File: src/rtl/subq_pkg.sv
package subq_pkg;

  typedef enum logic [1:0] {
    WK_SYM   = 2'd0,
    WK_QBYTE = 2'd1,
    WK_STAT  = 2'd2
  } wr_kind_e;

  localparam int N_FIELDS = 5;
  // Q byte position of each firmware field: mode, track, min, sec, frame
  localparam int FIELD_POS [N_FIELDS] = '{0, 1, 3, 4, 5};

  localparam logic [15:0] QCRC_POLY = 16'h1021;

  function automatic logic [15:0] qcrc_step(input logic [15:0] c, input logic b);
    logic fb;
    fb = c[15] ^ b;
    return {c[14:0], 1'b0} ^ (fb ? QCRC_POLY : 16'h0000);
  endfunction

endpackage

File: src/rtl/subq_syncdet.sv
module subq_syncdet #(
  parameter int BIT_CLKS  = 24,
  parameter int SYNC_BITS = 10
) (
  input  logic clk,
  input  logic rst_n,
  input  logic rx_s,
  output logic sync_pulse
);

  localparam int SYNC_CLKS = BIT_CLKS * SYNC_BITS;
  localparam int RW        = $clog2(SYNC_CLKS + 1);

  logic [RW-1:0] run_q, run_n;
  logic          sync_n;

  always_comb begin
    run_n  = run_q;
    sync_n = 1'b0;
    if (!rx_s) begin
      run_n = '0;
    end else if (run_q != RW'(SYNC_CLKS)) begin
      run_n = run_q + 1'b1;
      if (run_q == RW'(SYNC_CLKS - 1)) sync_n = 1'b1;
    end
  end

  always_ff @(posedge clk or negedge rst_n) begin
    if (!rst_n) begin
      run_q      <= '0;
      sync_pulse <= 1'b0;
    end else begin
      run_q      <= run_n;
      sync_pulse <= sync_n;
    end
  end

  assert_sync_single_R2: assert property (@(posedge clk) disable iff (!rst_n)
    sync_pulse |=> !sync_pulse);

  assert_sync_line_high_R2: assert property (@(posedge clk) disable iff (!rst_n)
    sync_pulse |-> $past(rx_s));

endmodule

File: src/rtl/subq_bitrx.sv
module subq_bitrx #(
  parameter int BIT_CLKS  = 24,
  parameter int DATA_BITS = 7
) (
  input  logic                 clk,
  input  logic                 rst_n,
  input  logic                 rx_s,
  input  logic                 abort,
  output logic                 sym_vld,
  output logic [DATA_BITS-1:0] sym_data
);

  localparam int HALF     = BIT_CLKS / 2;
  localparam int CW       = $clog2(BIT_CLKS);
  localparam int STOP_IDX = DATA_BITS + 1;
  localparam int NW       = $clog2(STOP_IDX + 1);

  typedef enum logic [1:0] {RX_IDLE, RX_RUN, RX_HOLD} rx_st_e;

  rx_st_e               st_q, st_n;
  logic [CW-1:0]        cnt_q, cnt_n;
  logic [NW-1:0]        slot_q, slot_n;
  logic [DATA_BITS-1:0] sh_q, sh_n;
  logic                 prev_q;
  logic                 vld_n;

  always_comb begin
    st_n   = st_q;
    cnt_n  = cnt_q;
    slot_n = slot_q;
    sh_n   = sh_q;
    vld_n  = 1'b0;
    unique case (st_q)
      RX_IDLE: begin
        if (rx_s && !prev_q) begin
          st_n   = RX_RUN;
          cnt_n  = '0;
          slot_n = '0;
        end
      end
      RX_RUN: begin
        if (cnt_q == CW'(BIT_CLKS - 1)) begin
          cnt_n  = '0;
          slot_n = slot_q + 1'b1;
        end else begin
          cnt_n = cnt_q + 1'b1;
        end
        if (cnt_q == CW'(HALF)) begin
          if (slot_q == '0) begin
            if (!rx_s) st_n = RX_IDLE;
          end else if (slot_q == NW'(STOP_IDX)) begin
            if (!rx_s) begin
              vld_n = 1'b1;
              st_n  = RX_IDLE;
            end else begin
              st_n = RX_HOLD;
            end
          end else begin
            sh_n = {sh_q[DATA_BITS-2:0], rx_s};
          end
        end
      end
      default: begin
        if (!rx_s) st_n = RX_IDLE;
      end
    endcase
    if (abort) begin
      st_n  = RX_HOLD;
      vld_n = 1'b0;
    end
  end

  always_ff @(posedge clk or negedge rst_n) begin
    if (!rst_n) begin
      st_q    <= RX_IDLE;
      cnt_q   <= '0;
      slot_q  <= '0;
      sh_q    <= '0;
      prev_q  <= 1'b0;
      sym_vld <= 1'b0;
    end else begin
      st_q    <= st_n;
      cnt_q   <= cnt_n;
      slot_q  <= slot_n;
      sh_q    <= sh_n;
      prev_q  <= rx_s;
      sym_vld <= vld_n;
    end
  end

  assign sym_data = sh_q;

  assert_stop_low_R1: assert property (@(posedge clk) disable iff (!rst_n)
    sym_vld |-> $past(!rx_s));

  assert_slot_bound_R1: assert property (@(posedge clk) disable iff (!rst_n)
    (st_q == RX_RUN) |-> (slot_q <= NW'(STOP_IDX)));

  assert_abort_quiet_R2: assert property (@(posedge clk) disable iff (!rst_n)
    abort |=> !sym_vld);

endmodule

File: src/rtl/subq_sector.sv
module subq_sector
  import subq_pkg::*;
#(
  parameter int SYNC_SYMS = 2,
  parameter int DATA_SYMS = 96
) (
  input  logic                    clk,
  input  logic                    rst_n,
  input  logic                    sync_pulse,
  input  logic                    sym_vld,
  input  logic [6:0]              sym_data,
  input  logic                    audio_mode,
  input  logic                    hdr_rdy,
  input  logic                    frm_rd,
  output logic                    wr_stb,
  output logic [1:0]              wr_kind,
  output logic [7:0]              wr_data,
  output logic [N_FIELDS*8-1:0]   fields,
  output logic                    qfrm_ready,
  output logic                    bad_q,
  output logic                    irq
);

  localparam int TOTAL_SYMS = SYNC_SYMS + DATA_SYMS;
  localparam int Q_BYTES    = DATA_SYMS / 8;
  localparam int CRC_HI     = Q_BYTES - 2;
  localparam int CRC_LO     = Q_BYTES - 1;
  localparam int IW         = $clog2(TOTAL_SYMS + 1);
  localparam int QW         = $clog2(Q_BYTES + 1);

  logic                  in_sec_q, in_sec_n;
  logic [IW-1:0]         idx_q, idx_n;
  logic [7:0]            qsh_q, qsh_n;
  logic [2:0]            qcnt_q, qcnt_n;
  logic [QW-1:0]         qbi_q, qbi_n;
  logic [15:0]           crc_q, crc_n;
  logic [7:0]            crx_q, crx_n;
  logic                  pq_q, pq_n;
  logic [7:0]            pqd_q, pqd_n;
  logic                  ps_q, ps_n;
  logic                  bad_n;
  logic                  rdy_n;
  logic [N_FIELDS-1:0]   mask_q, mask_n;
  logic [N_FIELDS*8-1:0] fld_n;
  logic                  stb_n;
  wr_kind_e              kind_q, kind_n;
  logic [7:0]            data_n;
  logic                  irq_n;
  logic                  accept, is_data, set_rdy;

  always_comb begin
    in_sec_n = in_sec_q;
    idx_n    = idx_q;
    qsh_n    = qsh_q;
    qcnt_n   = qcnt_q;
    qbi_n    = qbi_q;
    crc_n    = crc_q;
    crx_n    = crx_q;
    pq_n     = pq_q;
    pqd_n    = pqd_q;
    ps_n     = ps_q;
    bad_n    = bad_q;
    rdy_n    = qfrm_ready;
    mask_n   = mask_q;
    fld_n    = fields;
    stb_n    = 1'b0;
    kind_n   = WK_SYM;
    data_n   = 8'h00;
    set_rdy  = 1'b0;

    accept  = sym_vld && in_sec_q && (idx_q != IW'(TOTAL_SYMS));
    is_data = idx_q >= IW'(SYNC_SYMS);

    if (frm_rd) rdy_n = 1'b0;

    if (sync_pulse) begin
      in_sec_n = 1'b1;
      idx_n    = '0;
      qcnt_n   = '0;
      qbi_n    = '0;
      crc_n    = '0;
      pq_n     = 1'b0;
      ps_n     = 1'b0;
      bad_n    = 1'b0;
      rdy_n    = 1'b0;
      mask_n   = '0;
    end else if (accept) begin
      idx_n = idx_q + 1'b1;
      if (is_data) begin
        stb_n  = 1'b1;
        kind_n = WK_SYM;
        data_n = {1'b0, sym_data};
        qsh_n  = {qsh_q[6:0], sym_data[6]};
        qcnt_n = qcnt_q + 1'b1;
        if (qbi_q < QW'(CRC_HI)) crc_n = qcrc_step(crc_q, sym_data[6]);
        if (qcnt_q == 3'd7) begin
          pq_n  = 1'b1;
          pqd_n = qsh_n;
          qbi_n = qbi_q + 1'b1;
          for (int f = 0; f < N_FIELDS; f++) begin
            if (qbi_q == QW'(FIELD_POS[f])) begin
              fld_n[f*8 +: 8] = qsh_n;
              mask_n[f]       = 1'b1;
            end
          end
          if ((&mask_n) && !(&mask_q)) set_rdy = 1'b1;
          if (qbi_q == QW'(CRC_HI)) crx_n = qsh_n;
          if (qbi_q == QW'(CRC_LO)) begin
            bad_n = (crc_q != ~{crx_q, qsh_n});
            ps_n  = 1'b1;
          end
        end
      end
    end else if (pq_q) begin
      stb_n  = 1'b1;
      kind_n = WK_QBYTE;
      data_n = pqd_q;
      pq_n   = 1'b0;
    end else if (ps_q) begin
      stb_n  = 1'b1;
      kind_n = WK_STAT;
      data_n = {7'b0, bad_q};
      ps_n   = 1'b0;
    end

    if (set_rdy) rdy_n = 1'b1;
    irq_n = audio_mode ? hdr_rdy : set_rdy;
  end

  always_ff @(posedge clk or negedge rst_n) begin
    if (!rst_n) begin
      in_sec_q   <= 1'b0;
      idx_q      <= '0;
      qsh_q      <= '0;
      qcnt_q     <= '0;
      qbi_q      <= '0;
      crc_q      <= '0;
      crx_q      <= '0;
      pq_q       <= 1'b0;
      pqd_q      <= '0;
      ps_q       <= 1'b0;
      bad_q      <= 1'b0;
      qfrm_ready <= 1'b0;
      mask_q     <= '0;
      fields     <= '0;
      wr_stb     <= 1'b0;
      kind_q     <= WK_SYM;
      wr_data    <= '0;
      irq        <= 1'b0;
    end else begin
      in_sec_q   <= in_sec_n;
      idx_q      <= idx_n;
      qsh_q      <= qsh_n;
      qcnt_q     <= qcnt_n;
      qbi_q      <= qbi_n;
      crc_q      <= crc_n;
      crx_q      <= crx_n;
      pq_q       <= pq_n;
      pqd_q      <= pqd_n;
      ps_q       <= ps_n;
      bad_q      <= bad_n;
      qfrm_ready <= rdy_n;
      mask_q     <= mask_n;
      fields     <= fld_n;
      wr_stb     <= stb_n;
      kind_q     <= kind_n;
      wr_data    <= data_n;
      irq        <= irq_n;
    end
  end

  assign wr_kind = kind_q;

  assert_qbyte_follows_sym_R4: assert property (@(posedge clk) disable iff (!rst_n)
    (wr_stb && kind_q == WK_QBYTE) |-> $past(wr_stb && kind_q == WK_SYM));

  assert_stat_follows_q_R6: assert property (@(posedge clk) disable iff (!rst_n)
    (wr_stb && kind_q == WK_STAT) |-> $past(wr_stb && kind_q == WK_QBYTE));

  assert_ready_needs_all_R7: assert property (@(posedge clk) disable iff (!rst_n)
    $rose(qfrm_ready) |-> (&mask_q));

  assert_sync_clears_ready_R8: assert property (@(posedge clk) disable iff (!rst_n)
    sync_pulse |=> !qfrm_ready);

  assert_audio_irq_R9: assert property (@(posedge clk) disable iff (!rst_n)
    (audio_mode && hdr_rdy) |=> irq);

  assert_index_bound_R5: assert property (@(posedge clk) disable iff (!rst_n)
    idx_q <= IW'(TOTAL_SYMS));

  assert_sync_sym_apart_R2: assert property (@(posedge clk) disable iff (!rst_n)
    !(sync_pulse && sym_vld));

endmodule

File: src/rtl/subq_receiver.sv
module subq_receiver
  import subq_pkg::*;
#(
  parameter int BIT_CLKS  = 24,
  parameter int SYNC_BITS = 10,
  parameter int SYNC_SYMS = 2,
  parameter int DATA_SYMS = 96
) (
  input  logic       clk,
  input  logic       rst_n,
  input  logic       sc_in,
  input  logic       audio_mode,
  input  logic       hdr_rdy,
  input  logic       frm_rd,
  output logic       sect_start,
  output logic       wr_stb,
  output logic [1:0] wr_kind,
  output logic [7:0] wr_data,
  output logic [7:0] q_mode,
  output logic [7:0] q_track,
  output logic [7:0] q_min,
  output logic [7:0] q_sec,
  output logic [7:0] q_frame,
  output logic       qfrm_ready,
  output logic       bad_q,
  output logic       irq
);

  logic                  rst_meta, rst_i;
  logic                  rx_meta, rx_s;
  logic                  sym_vld;
  logic [6:0]            sym_data;
  logic [N_FIELDS*8-1:0] fields;

  // reset: asserted asynchronously, released on the clock
  always_ff @(posedge clk or negedge rst_n) begin
    if (!rst_n) begin
      rst_meta <= 1'b0;
      rst_i    <= 1'b0;
    end else begin
      rst_meta <= 1'b1;
      rst_i    <= rst_meta;
    end
  end

  // two-stage synchroniser for the asynchronous serial line
  always_ff @(posedge clk or negedge rst_i) begin
    if (!rst_i) begin
      rx_meta <= 1'b0;
      rx_s    <= 1'b0;
    end else begin
      rx_meta <= sc_in;
      rx_s    <= rx_meta;
    end
  end

  subq_syncdet #(.BIT_CLKS(BIT_CLKS), .SYNC_BITS(SYNC_BITS)) u_sync (
    .clk        (clk),
    .rst_n      (rst_i),
    .rx_s       (rx_s),
    .sync_pulse (sect_start)
  );

  subq_bitrx #(.BIT_CLKS(BIT_CLKS), .DATA_BITS(7)) u_bits (
    .clk      (clk),
    .rst_n    (rst_i),
    .rx_s     (rx_s),
    .abort    (sect_start),
    .sym_vld  (sym_vld),
    .sym_data (sym_data)
  );

  subq_sector #(.SYNC_SYMS(SYNC_SYMS), .DATA_SYMS(DATA_SYMS)) u_sect (
    .clk        (clk),
    .rst_n      (rst_i),
    .sync_pulse (sect_start),
    .sym_vld    (sym_vld),
    .sym_data   (sym_data),
    .audio_mode (audio_mode),
    .hdr_rdy    (hdr_rdy),
    .frm_rd     (frm_rd),
    .wr_stb     (wr_stb),
    .wr_kind    (wr_kind),
    .wr_data    (wr_data),
    .fields     (fields),
    .qfrm_ready (qfrm_ready),
    .bad_q      (bad_q),
    .irq        (irq)
  );

  assign q_mode  = fields[0*8 +: 8];
  assign q_track = fields[1*8 +: 8];
  assign q_min   = fields[2*8 +: 8];
  assign q_sec   = fields[3*8 +: 8];
  assign q_frame = fields[4*8 +: 8];

  assert_status_bit_only_R6: assert property (@(posedge clk) disable iff (!rst_i)
    (wr_stb && wr_kind == 2'd2) |-> (wr_data[7:1] == 7'd0));

endmodule

File: config.mk
export PLATFORM = sky130hd
export DESIGN_NAME = subq_receiver
export DESIGN_NICKNAME = d
export VERILOG_FILES = /design/src/rtl/subq_pkg.sv /design/src/rtl/subq_syncdet.sv /design/src/rtl/subq_bitrx.sv /design/src/rtl/subq_sector.sv /design/src/rtl/subq_receiver.sv
export SDC_FILE = /design/constraint.sdc
export NUM_CORES = 1
export LEC_CHECK = 0
export ABC_AREA = 1
export BUFFER_PORTS_ARGS = -buffer_cell sky130_fd_sc_hd__buf_2
export CAP_MARGIN = 5
export CORE_UTILIZATION = 46
export CTS_CLUSTER_SIZE = 24
export DETAILED_ROUTE_END_ITERATION = 10
export SYNTH_ARGS = -nofsm -noshare
export SYNTH_HDL_FRONTEND = slang
export SYNTH_SLANG_ARGS = --single-unit
File: constraint.sdc
create_clock -name clk -period 6.5 [get_ports clk]
set_input_delay 1.3 -clock clk [delete_from_list [all_inputs] [get_ports clk]]
set_output_delay 1.3 -clock clk [all_outputs]
set_load 0.01 [all_outputs]
## Word level (Yosys, flattened, before mapping)

Cells that the tools add are included.

| cells by class | value |
|---|---|
| add/sub/neg operators | 6 |
| order comparisons | 2 |
| equality and inequality tests | 25 |
| mux-type cells | 106 |
| bitwise logic cells | 6 |
| reduce and logical (&&, ||, !) cells | 36 |

Operators by type and width:

| kind | count |
|---|---|
| 1-bit 2-to-1 mux | 64 |
| 16-bit 2-to-1 mux | 4 |
| 8-bit 2-to-1 mux | 5 |
| 5-bit AND reduction | 8 |
| 5-bit 2-to-1 mux | 6 |
| 4-bit 2-to-1 mux | 6 |
| 2-bit 2-to-1 mux | 11 |
| 7-bit 2-to-1 mux | 3 |
| 16-bit != test | 1 |
| 16-bit NOT | 1 |
| 4-bit AND reduction | 4 |
| 16-bit XOR | 1 |
| 3-bit AND reduction | 5 |
| 13-bit 2-to-1 mux | 1 |
| 4-bit == test (second input constant) | 3 |
| 3-bit by 2-bit != test with 1-bit output (second input constant) | 4 |
| 2-bit nonzero test | 6 |
| 5-bit one-hot mux with 2 select lines | 1 |
| 3-bit 2-to-1 mux | 3 |
| 4-bit by 1-bit adder with 4-bit output (second input constant) | 2 |
| 8-bit by 1-bit adder with 8-bit output (second input constant) | 1 |
| 4-bit by 3-bit == test with 1-bit output (second input constant) | 2 |
| 8-bit == test (second input constant) | 1 |
| 4-bit logical NOT | 2 |
| other kinds (25) | 36 |

| storage, ports and cells | value |
|---|---|
| flip-flop bits (word level) | 148 |
| output and inout bits | 55 |
| logic and storage cells | 215 |

## Longest topological paths before layout

Gate-level depths: netlist (run 1).

| depth | value |
|---|---|
| depth after elaboration | 14 |
| gate-level depth with buffers | 11 |
| mapped depth without buffers | 11 |

## Cells and area by module

Synthesis (run 1) repeated with hierarchy kept, for this count alone.

| unflattened totals | value |
|---|---|
| cells, all modules | 828 |
| area, all modules | 6,847.8 um^2 |

By module, submodules not included:

| module | instances | cells an instance | area each (um^2) | sequential area each (um^2) |
|---|---|---|---|---|
| subq_sector | 1 | 632 | 5,176.2 | 2,877.8 |
| subq_bitrx | 1 | 128 | 1,071.0 | 500.5 |
| subq_syncdet | 1 | 63 | 496.7 | 225.2 |
| subq_receiver | 1 | 5 | 103.8 | 100.1 |

## Worst setup path before layout (run 1)

Ideal clock, no wire load.

| timing | value |
|---|---|
| path kind | register to output |
| start | reg u_sect.bad_q |
| end | out bad_q |
| arrival time | 0.391 ns |
| required time | 5.200 ns |
| setup slack | 4.809 ns |
| stages on the path, launching flop included | 1 |
| cells stage by stage | dfrtp_1 |

RTL lines:

| item | RTL line | RTL |
|---|---|---|
| start, declared | subq_sector.sv:20 | `output logic bad_q,` |
| start signal, assigned | subq_sector.sv:161 | `bad_q <= bad_n;` |
| end, declared | subq_receiver.sv:25 | `output logic bad_q,` |

No word-level cell between the ends.

## Final worst setup path (run 1)

| timing | value |
|---|---|
| start | reg u_sync.sync_pulse |
| end | reg u_sect.crc_q[0] |

| between the ends | value |
|---|---|
| word-level cells in the longest chain between the ends | 2 |
| elaborated cells on any way between the ends | 5 |
| classes of those cells | 1 x mux; 4 x reduce/logical |

Ends and longest elaborated chain:

| item | RTL line | RTL |
|---|---|---|
| start, declared | subq_syncdet.sv:8 | `output logic sync_pulse` |
| start signal, assigned | subq_syncdet.sv:34 | `sync_pulse <= sync_n;` |
| 2-bit nonzero test (no line) | n/a |  |
| 3-bit AND reduction (no line) | n/a |  |
| end signal, assigned | subq_sector.sv:156 | `crc_q <= crc_n;` |
| end, declared | subq_sector.sv:36 | `logic [15:0] crc_q, crc_n;` |

Several ways; a longest one is shown, not always the timed one.
A chain may end at the register's enable or synchronous reset.

==> results of run 1 <==
worst max-delay path by stage:
stage	endpoint	slack, ns	start	cells past startpoint
after global placement	u_sect.crc_q[4]	3.75	u_sync.sync_pulse	5
after CTS	u_sect.crc_q[0]	3.57	u_sync.sync_pulse	5
final	u_sect.crc_q[0]	3.56	u_sync.sync_pulse	5
after floorplan	rx_meta	2.07	rst_i	0
after detailed placement	u_sect.crc_q[0]	3.59	u_sync.sync_pulse	5
after global routing	u_sect.crc_q[4]	3.25	u_sync.sync_pulse	5
logic make-up after synthesis:
kind of cell / share of synthesized area
fa+ha+maj: 0.02643
buf+inv: 0.06247
xor+xnor: 0.01453
other cells: 0.0005657
compound gates: 0.09683
flops: 0.5587
simple gates: 0.2405
power groups by stage:
stage	clock network, mW	logic, mW	registers, mW
global placement	0	0.128	1.00
global route	1.07	0.161	0.994
finish	1.01	0.138	0.990
CTS	1.03	0.137	0.990
detailed placement	0	0.137	1.01
floorplan	0	0.0970	1.00
area by class of cell:
| class | instances | area (sq um) |
|---|---|---|
| fillers | 1288 | 6326 |
| flip-flops and latches | 148 | 3707 |
| clock buffers | 20 | 456.7 |
| clock inverters | 12 | 153.9 |
| repair buffers | 61 | 307.8 |
| multi-input cells | 536 | 2511 |
| well taps | 180 | 225.2 |
| inverters | 80 | 300.3 |
metrics by stage:
stage | util | power, mW
floorplan | - | 1.102
global placement | 0.5041 | 1.133
detailed placement | 0.5041 | 1.143
CTS | 0.5478 | 2.158
global route | 0.5478 | 2.227
finish | 0.5478 | 2.135
synth_stat cells, types with 2 or more instances:
library cell / count
nor3_1: 6
nor2_1: 57
xnor2_1: 2
inv_1: 75
o21bai_1: 2
dfrtp_1: 148
o22ai_1: 4
buf_2: 4
or2_2: 3
inv_2: 4
nor4_1: 2
xor2_1: 9
nor2_2: 4
nand2_1: 256
o21ai_0: 94
a21oi_1: 16
buf_6: 2
nand3_1: 44
ha_1: 14
o21ai_1: 6
clkbuf_2: 3
clkbuf_1: 12
nand4_1: 7
sequential cells by signal, indices dropped and copies added (netlist names), 3 cells and up:
signal	cells
u_sect.pqd_q	8
u_sync.run_q	8
u_bits.cnt_q	5
u_sect.crc_q	16
u_sect.crx_q	8
u_sect.qsh_q	7
u_bits.slot_q	4
u_sect.qcnt_q	3
u_bits.sym_data	7
u_sect.fields	40
u_sect.wr_data	8
u_sect.qbi_q	4
u_sect.idx_q	7
u_sect.mask_q	5
layer usage:
layer,track usage,wire length [um],up-vias
met5,0,0,-
met4,0.09568,268,0
met3,0.04401,662,20
met2,0.3344,6729,133
met1,0.3138,7455,2533
li1,-,-,2627
==> results by group, run 1 <==
Detailed routing
  – Vias: between 5000 and 6000
  – 1st-pass router iterations: 4
  – WL/cell: about 15 um
  – Antenna viol nets, final: 0
  – Routed WL: around 15000 um
  – Vias per cell: 5.123
  – DRT iter0 DRCs: 382
  – # DRC: 0

Synth
  – Synth area leaders: dfrtp_1, nand2_1, o21ai_0, inv_1, nand3_1
  – Syn_nets: 807
  – Count of cell types in the netlist: 36
  – Synth top area share: 0.5587
  – Yosys warns: 0
  – Top_reg_cell synth: dfrtp_1
  – Ys async rst share: 1.000
  – Post-synthesis sequential area ratio: 0.5587
  – Number of synthesized flops with an enable pin: 0
  – Leading area contributor after synthesis: dfrtp_1
  – Seq cells post-synth: 148
  – Mapped cell area: approximately 6600 sq um
  – Avg Cell Area, Syn: ~8.4 sq um
  – Syn Inst Count: 787

CTS
  – Max clock buf depth: 2
  – Clock Sinks: ~150
  – H-tree levels: 4
  – Setup Buffers After CTS: 0
  – Clock transition at path regs: approximately 0.060 ns
  – Clock Latency Late Sink: between 0.4 and 0.5 ns
  – CTS tree: built
  – Post_cts resized: 0
  – CTS Hold Bufs: 0
  – CTS Buf Count: 17
  – Root buf cell: clkbuf_16

STA
  – RSZ-0062 raised after global routing: no
  – Slew @ Worst Pin: between 1 and 1.5 ns
  – WHS: between 0.3 and 0.4 ns
  – Final TNS setup: 0 ns
  – Fmax: 340.5 MHz
  – Setup WS post-layout: roughly 3.6 ns
  – Max-slew violation count: 0
  – Fin. Hold Viols: 0
  – Worst Skew: around 0.0067 ns
  – Max_slew headroom: 0.2799
  – Min Clock Period, post-route: roughly 2.9 ns
  – Final Setup Violations: 0
  – Final worst-path cycle share: 0.4518

Global routing
  – First-pass GRT wire length: 25150 um
  – Antenna violations before repair: 0
  – Global route total overflow: 0
  – Vias in the first global route: just over 5000
  – Largest net degree at the start of global routing: between 80 and 90
  – GRT Util Overall: 0.2230

Power and ir drop
  – Pint: around 1.6 mW
  – Logic pwr share: 0.065
  – Worst vdd ir: ~0.17 mV
  – PD cells: 278.6 nW/um^2
  – Clock power frac: 0.471
  – Flop pwr share: 0.464
  – Switch Pwr: roughly 510 uW
  – Leak Pwr: around 4.0 nW
  – Switch share: 0.2389

Cells and area
  – Commonest non-fill, non-tap cell in the layout: nand2_1
  – Share of layout cells above drive strength 1: 0.1260
  – Area delta synth->final: 15.59%
  – Post-route cell area: roughly 7700 sq um
  – Most frequent cells in the layout: nand2_1, dfrtp_1, o21ai_0
  – Finished Layout Cells: just over 1000
  – Antenna diodes: 0
  – # nets final: approximately 860

Min path
  – Hold Path Depth: 0
  – Worst Hold End: rx_s
  – Min-delay worst type: flip-flop to flip-flop
  – HP Start: rx_meta

Floorplan
  – Core area: between 10000 and 15000 sq um
  – Die W: about 120 um
  – Initial Utilization: 0.4739
  – Die footprint: between 10000 and 15000 sq um
  – Num rows: 43
  – Ports: 61
  – Die height: approximately 120 um

Worst setup path
  – Crit path arrival time: 3.27 ns
  – Crit path cell chain: inv_1 -> nand3_1 -> nor2_1 -> nand2_1 -> o21ai_0
  – Critical path's largest stage delay: slightly above 0.8 ns
  – Crit-path slowest cell: nand3_1
  – Crit path required time: ~6.8 ns
  – Startpoint types: flip-flop
  – Kind of cell adding the most delay to the critical path: simple AND/OR/NAND/NOR gates
  – Worst r2r dst: u_sect.crc_q[0]
  – Critical path buffers and inverters: 1
  – Critical path type: flip-flop to flip-flop
  – CP endpoint kind: flip-flop
  – R2r startpoint: u_sync.sync_pulse
  – R2r setup slk: approximately 3.6 ns
  – FF-to-FF path depth: 5
  – Crit path max fanout: 32

Placed design
  – Post-detail-place hpwl: between 10000 and 15000 um
  – GP Congestion: between 0.8 and 0.9
  – Buffers on Ports: 60
  – Dpl ws: roughly 3.6 ns
  – Placed cell area: 7052 sq um
  – Placed Cells: ~1000

Job
  – Maximum Capacitance Violations: 0

Status
  – Status: complete, no violations
Power figures use the tool's default switching activity.
==> inputs of run 2 (changes only) <==
--- a/config.mk
+++ b/config.mk
@@ -5,7 +5,7 @@
 export SDC_FILE = /design/constraint.sdc
 export NUM_CORES = 1
 export LEC_CHECK = 0
-export ABC_AREA = 1
+export ABC_AREA = 0
 export BUFFER_PORTS_ARGS = -buffer_cell sky130_fd_sc_hd__buf_2
 export CAP_MARGIN = 5
 export CORE_UTILIZATION = 46
==> constraint.sdc (replaced) <==
create_clock -name clk -period 3 [get_ports clk]
set_input_delay 0.6 -clock clk [delete_from_list [all_inputs] [get_ports clk]]
set_output_delay 0.6 -clock clk [all_outputs]
set_load 0.01 [all_outputs]
==> results by group, run 2 <==
Status
  – Status: complete, no violations

Power and ir drop
  – PD cells: slightly below 600 nW/um^2
  – Worst vdd ir: 0.4357 mV
  – Leak Pwr: ~3.9 nW
  – Total Power: between 4 and 5 mW

Synth
  – Synth top area share: 0.5673
  – Syn Inst Count: roughly 530
  – Count of cell types in the netlist: 57
  – Syn_nets: between 500 and 600
  – Post-synthesis sequential area ratio: 0.5673
  – Synth area leaders: dfrtp_1, mux2_2, xor2_1, ha_1, mux2i_1
  – Top_reg_cell synth: dfrtp_1
  – Ys async rst share: 1.000
  – Top cells by count, synth: dfrtp_1, mux2_2, nand2_1
  – Seq cells post-synth: approximately 150
  – Yosys warns: 0
  – Number of synthesized flops with an enable pin: 0
  – Leading area contributor after synthesis: dfrtp_1
  – Most common cell in the netlist: dfrtp_1
  – Mapped cell area: ~6500 sq um
  – Avg Cell Area, Syn: around 12 sq um

STA
  – Max-slew violation count: 0
  – Fin. Hold Viols: 0
  – Final Setup Violations: 0
  – Final worst-path cycle share: 0.8346
  – Worst Skew: ~0.0065 ns
  – Max_slew headroom: 0.3437
  – RSZ-0062 raised after global routing: no
  – Slew @ Worst Pin: around 1 ns
  – Final TNS setup: 0 ns
  – Min Clock Period, post-route: between 2 and 3 ns
  – Fmax: about 400 MHz

Detailed routing
  – Vias: about 4200
  – Met2 wire length: 6331 um
  – Highest Signal Layer: met4
  – Metal1 wirelength: around 6500 um
  – Antenna viol nets, final: 0
  – # DRC: 0
  – DRT iter0 DRCs: between 200 and 250
  – Vias per cell: between 5 and 6
  – 1st-pass router iterations: 4
  – WL/cell: 17.11 um
  – Routed WL: about 13000 um
  – WL met3: between 400 and 500 um

CTS
  – Post_cts resized: 0
  – CTS Buf Count: 17
  – H-tree levels: 4
  – Clock Sinks: between 100 and 150
  – Clock Latency Late Sink: 0.42 ns
  – Clock transition at path regs: 0.06 ns
  – Root buf cell: clkbuf_16
  – CTS tree: built
  – Max clock buf depth: 2

Floorplan
  – Num rows: 43
  – Initial Utilization: 0.4703
  – Ports: 61
  – Die height: roughly 120 um
  – Core area: 13880 sq um
  – Die footprint: around 15000 sq um
  – Die W: approximately 120 um

Worst setup path
  – Startpoint types: flip-flop
  – Crit path arrival time: 2.81 ns
  – Crit path max fanout: 14
  – Critical path type: flip-flop to flip-flop
  – CP endpoint kind: flip-flop
  – Kind of cell adding the most delay to the critical path: simple AND/OR/NAND/NOR gates
  – Crit path required time: 3.31 ns
  – Critical path buffers and inverters: 1
  – Crit-path slowest cell: nor3_2
  – Crit path cell chain: inv_1 -> ha_1 -> and3_4 -> o21a_4 -> nor3_2 -> mux2_2
  – Critical path's largest stage delay: 0.80 ns

Cells and area
  – Post-route cell area: ~7600 sq um
  – Share of layout cells above drive strength 1: 0.3114
  – Area delta synth->final: 16.40%
  – # nets final: about 620
  – Most frequent cells in the layout: dfrtp_1, mux2_2, buf_2
  – Antenna diodes: 0
  – Largest Register: u_sect.fields
  – Max FFs per register: 40
  – Commonest non-fill, non-tap cell in the layout: dfrtp_1
  – Fin util: 0.5475
  – Largest regs: u_sect.fields x40, u_sect.crc_q x16

Global routing
  – Antenna violations before repair: 0
  – Largest net degree at the start of global routing: 55
  – GRT Util Overall: 0.2016
  – First-pass GRT wire length: 22230 um
  – Global route total overflow: 0
  – Vias in the first global route: 4171

Placed design
  – Placed cell area: approximately 7000 sq um
  – Post-detail-place hpwl: around 9000 um
  – Buffers on Ports: 60
  – GP Congestion: roughly 0.80

Min path
  – Min-delay worst type: input port to flip-flop

Job
  – Maximum Capacitance Violations: 0
-- run 2: report_power, final --
group	total, mW	switching (mW)	internal (mW)
registers	2.16	0.0925	2.07
clock network	1.97	0.831	1.14
logic	0.330	0.192	0.139
total	4.47	1.12	3.35
-- run 2: repair_timing --
action	in CTS	in global routing
hold endpoints to repair	2	0
setup buffers	0	0
hold buffers	1	0
-- run 2: kinds of logic (layout without fill, tap and decap cells) --
family | count (synthesis) | count (layout) | share of synthesized area
simple gates | 148 | 148 | 0.1317
xor+xnor | 30 | 30 | 0.04024
compound gates | 60 | 60 | 0.05922
mux | 88 | 88 | 0.1485
fa+ha+maj | 14 | 14 | 0.02683
other cells | 1 | 1 | 0.0005744
buf+inv | 38 | 118 | 0.02568
flops | 148 | 148 | 0.5673
-- run 2: cell type report --
cell class | instances | area [sq um]
Multi-Input combinational cell | 341 | 2658
Clock buffer | 21 | 480.5
Clock inverter | 10 | 75.07
Timing Repair Buffer | 70 | 390.4
Sequential cell | 148 | 3707
Inverter | 17 | 63.81
Tap cell | 180 | 225.2
Fill cell | 1199 | 6281
-- run 2: metal layers --
layer	track usage	vias to the layer above
li1	-	1986
met1	0.2861	2134
met2	0.3025	66
met3	0.04652	13
met4	0.07099	0
met5	0	-
-- run 2: worst paths after layout --
| kind | start | to | slack (ns) | depth (start not counted) |
|---|---|---|---|---|
| min in group asynchronous | rst_i | u_sect.pqd_q[5] | 0.39 | 0 |
| min reg2reg | rx_meta | rx_s | 0.35 | 0 |
| max | u_sect.idx_q[0] | u_sect.qsh_q[1] | 0.50 | 6 |
| max in group asynchronous | rst_i | u_sect.bad_q | 1.80 | 1 |
| min | sc_in | rx_meta | 0.29 | 1 |
| max reg2reg | u_sect.idx_q[0] | u_sect.qsh_q[1] | 0.50 | 6 |
-- run 2: through the flow --
| stage | hold WS [ns] | setup slack [ns] | instances |
|---|---|---|---|
| 3_5_place_dp | 0.3363 | 0.4696 | 755 |
| 2_1_floorplan | 0.3044 | 0.5451 | 527 |
| 4_1_cts | 0.2691 | 0.4389 | 787 |
| 3_3_place_gp | 0.3335 | 0.5167 | 755 |
| 5_1_grt | 0.2795 | 0.3617 | 787 |
| 6_report | 0.2860 | 0.4963 | 787 |
==> inputs of run 3 (changes only) <==
==> constraint.sdc (replaced) <==
create_clock -name clk -period 2.47 [get_ports clk]
set_input_delay 0.494 -clock clk [delete_from_list [all_inputs] [get_ports clk]]
set_output_delay 0.494 -clock clk [all_outputs]
set_load 0.01 [all_outputs]
==> results by group, run 3 (synthesis results as in run 2) <==
Worst setup path
  – Crit-path most repeated cell: buf_4
  – Kind of cell adding the most delay to the critical path: simple AND/OR/NAND/NOR gates
  – Critical path type: flip-flop to flip-flop
  – Startpoint types: flip-flop
  – Crit path required time: 2.77 ns
  – Crit path cell chain: inv_1 -> ha_1 -> nor4_1 -> o21a_4 -> buf_4 -> nor4_4 -> buf_4 -> mux2_1
  – Crit path arrival time: between 2 and 3 ns
  – Critical path buffers and inverters: 3
  – Crit. path cell count: 8
  – FF-to-FF path depth: 8
  – Crit-path slowest cell: nor4_1
  – Critical path's largest stage delay: 0.46 ns
  – CP endpoint kind: flip-flop
  – Crit path max fanout: 9

Cells and area
  – Most frequent cells in the layout: dfrtp_1, mux2_2, buf_2
  – Commonest non-fill, non-tap cell in the layout: dfrtp_1
  – Fin util: 0.5615
  – # nets final: around 620
  – Finished Layout Cells: between 700 and 800
  – Antenna diodes: 0
  – Post-route cell area: 7794 sq um
  – Largest regs: u_sect.fields x40, u_sect.crc_q x16
  – Max FFs per register: 40
  – Area delta synth->final: 19.38%
  – Largest Register: u_sect.fields
  – Share of layout cells above drive strength 1: 0.3209

STA
  – Min Clock Period, post-route: between 2 and 2.5 ns
  – Fmax: about 430 MHz
  – Fin. Hold Viols: 0
  – Max_slew headroom: 0.5338
  – Final worst-path cycle share: 0.9334
  – Slew @ Worst Pin: 0.6962 ns
  – Setup WS post-layout: 0.1645 ns
  – Worst Skew: approximately 0.0095 ns
  – RSZ-0062 raised after global routing: no
  – Final TNS setup: 0 ns
  – Final Setup Violations: 0
  – Max-slew violation count: 0

Placed design
  – Placed Cells: between 700 and 800
  – Dpl ws: between 0.02 and 0.025 ns
  – GP Congestion: ~0.82
  – Post-detail-place hpwl: just over 9000 um
  – Placed cell area: roughly 7000 sq um
  – Buffers on Ports: 60

Detailed routing
  – Vias per cell: ~5.4
  – Routed WL: about 14000 um
  – WL/cell: around 17 um
  – 1st-pass router iterations: 5
  – Antenna viol nets, final: 0
  – # DRC: 0
  – DRT iter0 DRCs: about 250
  – Vias: approximately 4300

Floorplan
  – Initial Utilization: 0.4703
  – Num rows: 43
  – Die footprint: about 15000 sq um
  – Die W: approximately 120 um
  – Ports: 61
  – Core area: about 14000 sq um
  – Die height: 121.1 um

CTS
  – Root buf cell: clkbuf_16
  – CTS tree: built
  – Clock Sinks: 148
  – CTS Buf Count: 17
  – Clock transition at path regs: approximately 0.060 ns
  – Max clock buf depth: 2
  – Clock Latency Late Sink: about 0.42 ns
  – H-tree levels: 4
  – Setup Buffers After CTS: 0

Global routing
  – First-pass GRT wire length: ~23000 um
  – Global route total overflow: 0
  – Largest net degree at the start of global routing: just over 80
  – Vias in the first global route: ~4300
  – GRT Util Overall: 0.2036
  – Antenna violations before repair: 0

Power and ir drop
  – Worst vdd ir: slightly above 0.7 mV
  – Leak Pwr: around 4 nW
  – PD cells: between 700 and 800 nW/um^2

Min path
  – Min-delay worst type: input port to flip-flop
  – Hold Path Depth: 1

Status
  – Status: complete, no violations

Job
  – Maximum Capacitance Violations: 0
run 3: cell types whose count changed in the layout (fill, tap and decap cells not counted):
cell        previous run  this run
clkbuf_1               0         1
buf_4                  8        16
inv_8                  0         1
clkbuf_8               4         1
clkinvlp_4             4         2
nor3_4                 1         2
nor3_2                 2         1
buf_12                 1         2
bufinv_16              0         5
clkinv_2               2         0
inv_6                  2         3
run 3: cell type report:
type                            count  area [sq um]
Clock buffer                       19         442.9
Clock inverter                     13         220.2
Fill cell                        1168          6087
Inverter                           17         63.81
Multi-Input combinational cell    341          2664
Sequential cell                   148          3707
Tap cell                          180         225.2
Timing Repair Buffer               79         470.5
run 3: worst paths after layout:
check | startpoint | to | slack [ns]
max | u_sect.idx_q[0] | u_sect.fields[32] | 0.16
min | sc_in | rx_meta | 0.18
max reg2reg | u_sect.idx_q[0] | u_sect.fields[32] | 0.16
min reg2reg | rst_i | u_sect.pqd_q[3] | 0.22
max in group asynchronous | rst_i | u_sect.idx_q[5] | 1.54
min in group asynchronous | rst_i | u_sect.pqd_q[3] | 0.22
run 3: per-layer routing:
layer / global-route usage / wire length (um) / up-vias
li1: - / - / 2011
met5: 0 / 0 / -
met3: 0.04746 / 531 / 12
met2: 0.3039 / 6452 / 86
met1: 0.2921 / 6516 / 2181
met4: 0.06636 / 158 / 0
run 3: what timing repair did:
action                                  in CTS  in global routing
resized for setup                            0                  1
endpoints found under the hold margin        2                  0
endpoints found under the setup margin       0                 15
hold buffers                                 1                  0
run 3: worst reg2reg max path: cells and delay by family, from the launching register on:
kind,cells,cell delay (ns)
flip-flops,1,0.42
AO/OA/AOI/OAI,1,0.24
adder cells (fa/ha/maj),1,0.20
buffers and inverters,3,0.48
AND/OR/NAND/NOR,2,0.53
multiplexers,1,0.32
run 3: stage by stage:
stage | power [mW] | hold WS [ns]
after floorplan | 2.955 | 0.1984
after global placement | 3.050 | 0.2115
after detailed placement | 3.076 | 0.2240
after CTS | 5.965 | 0.1559
after global routing | 6.133 | 0.1551
final | 5.897 | 0.1759
run 3: report_power, final:
| group | switching [mW] | internal [mW] |
|---|---|---|
| combinational | 0.243 | 0.170 |
| sequential | 0.101 | 2.51 |
| clock | 1.03 | 1.84 |
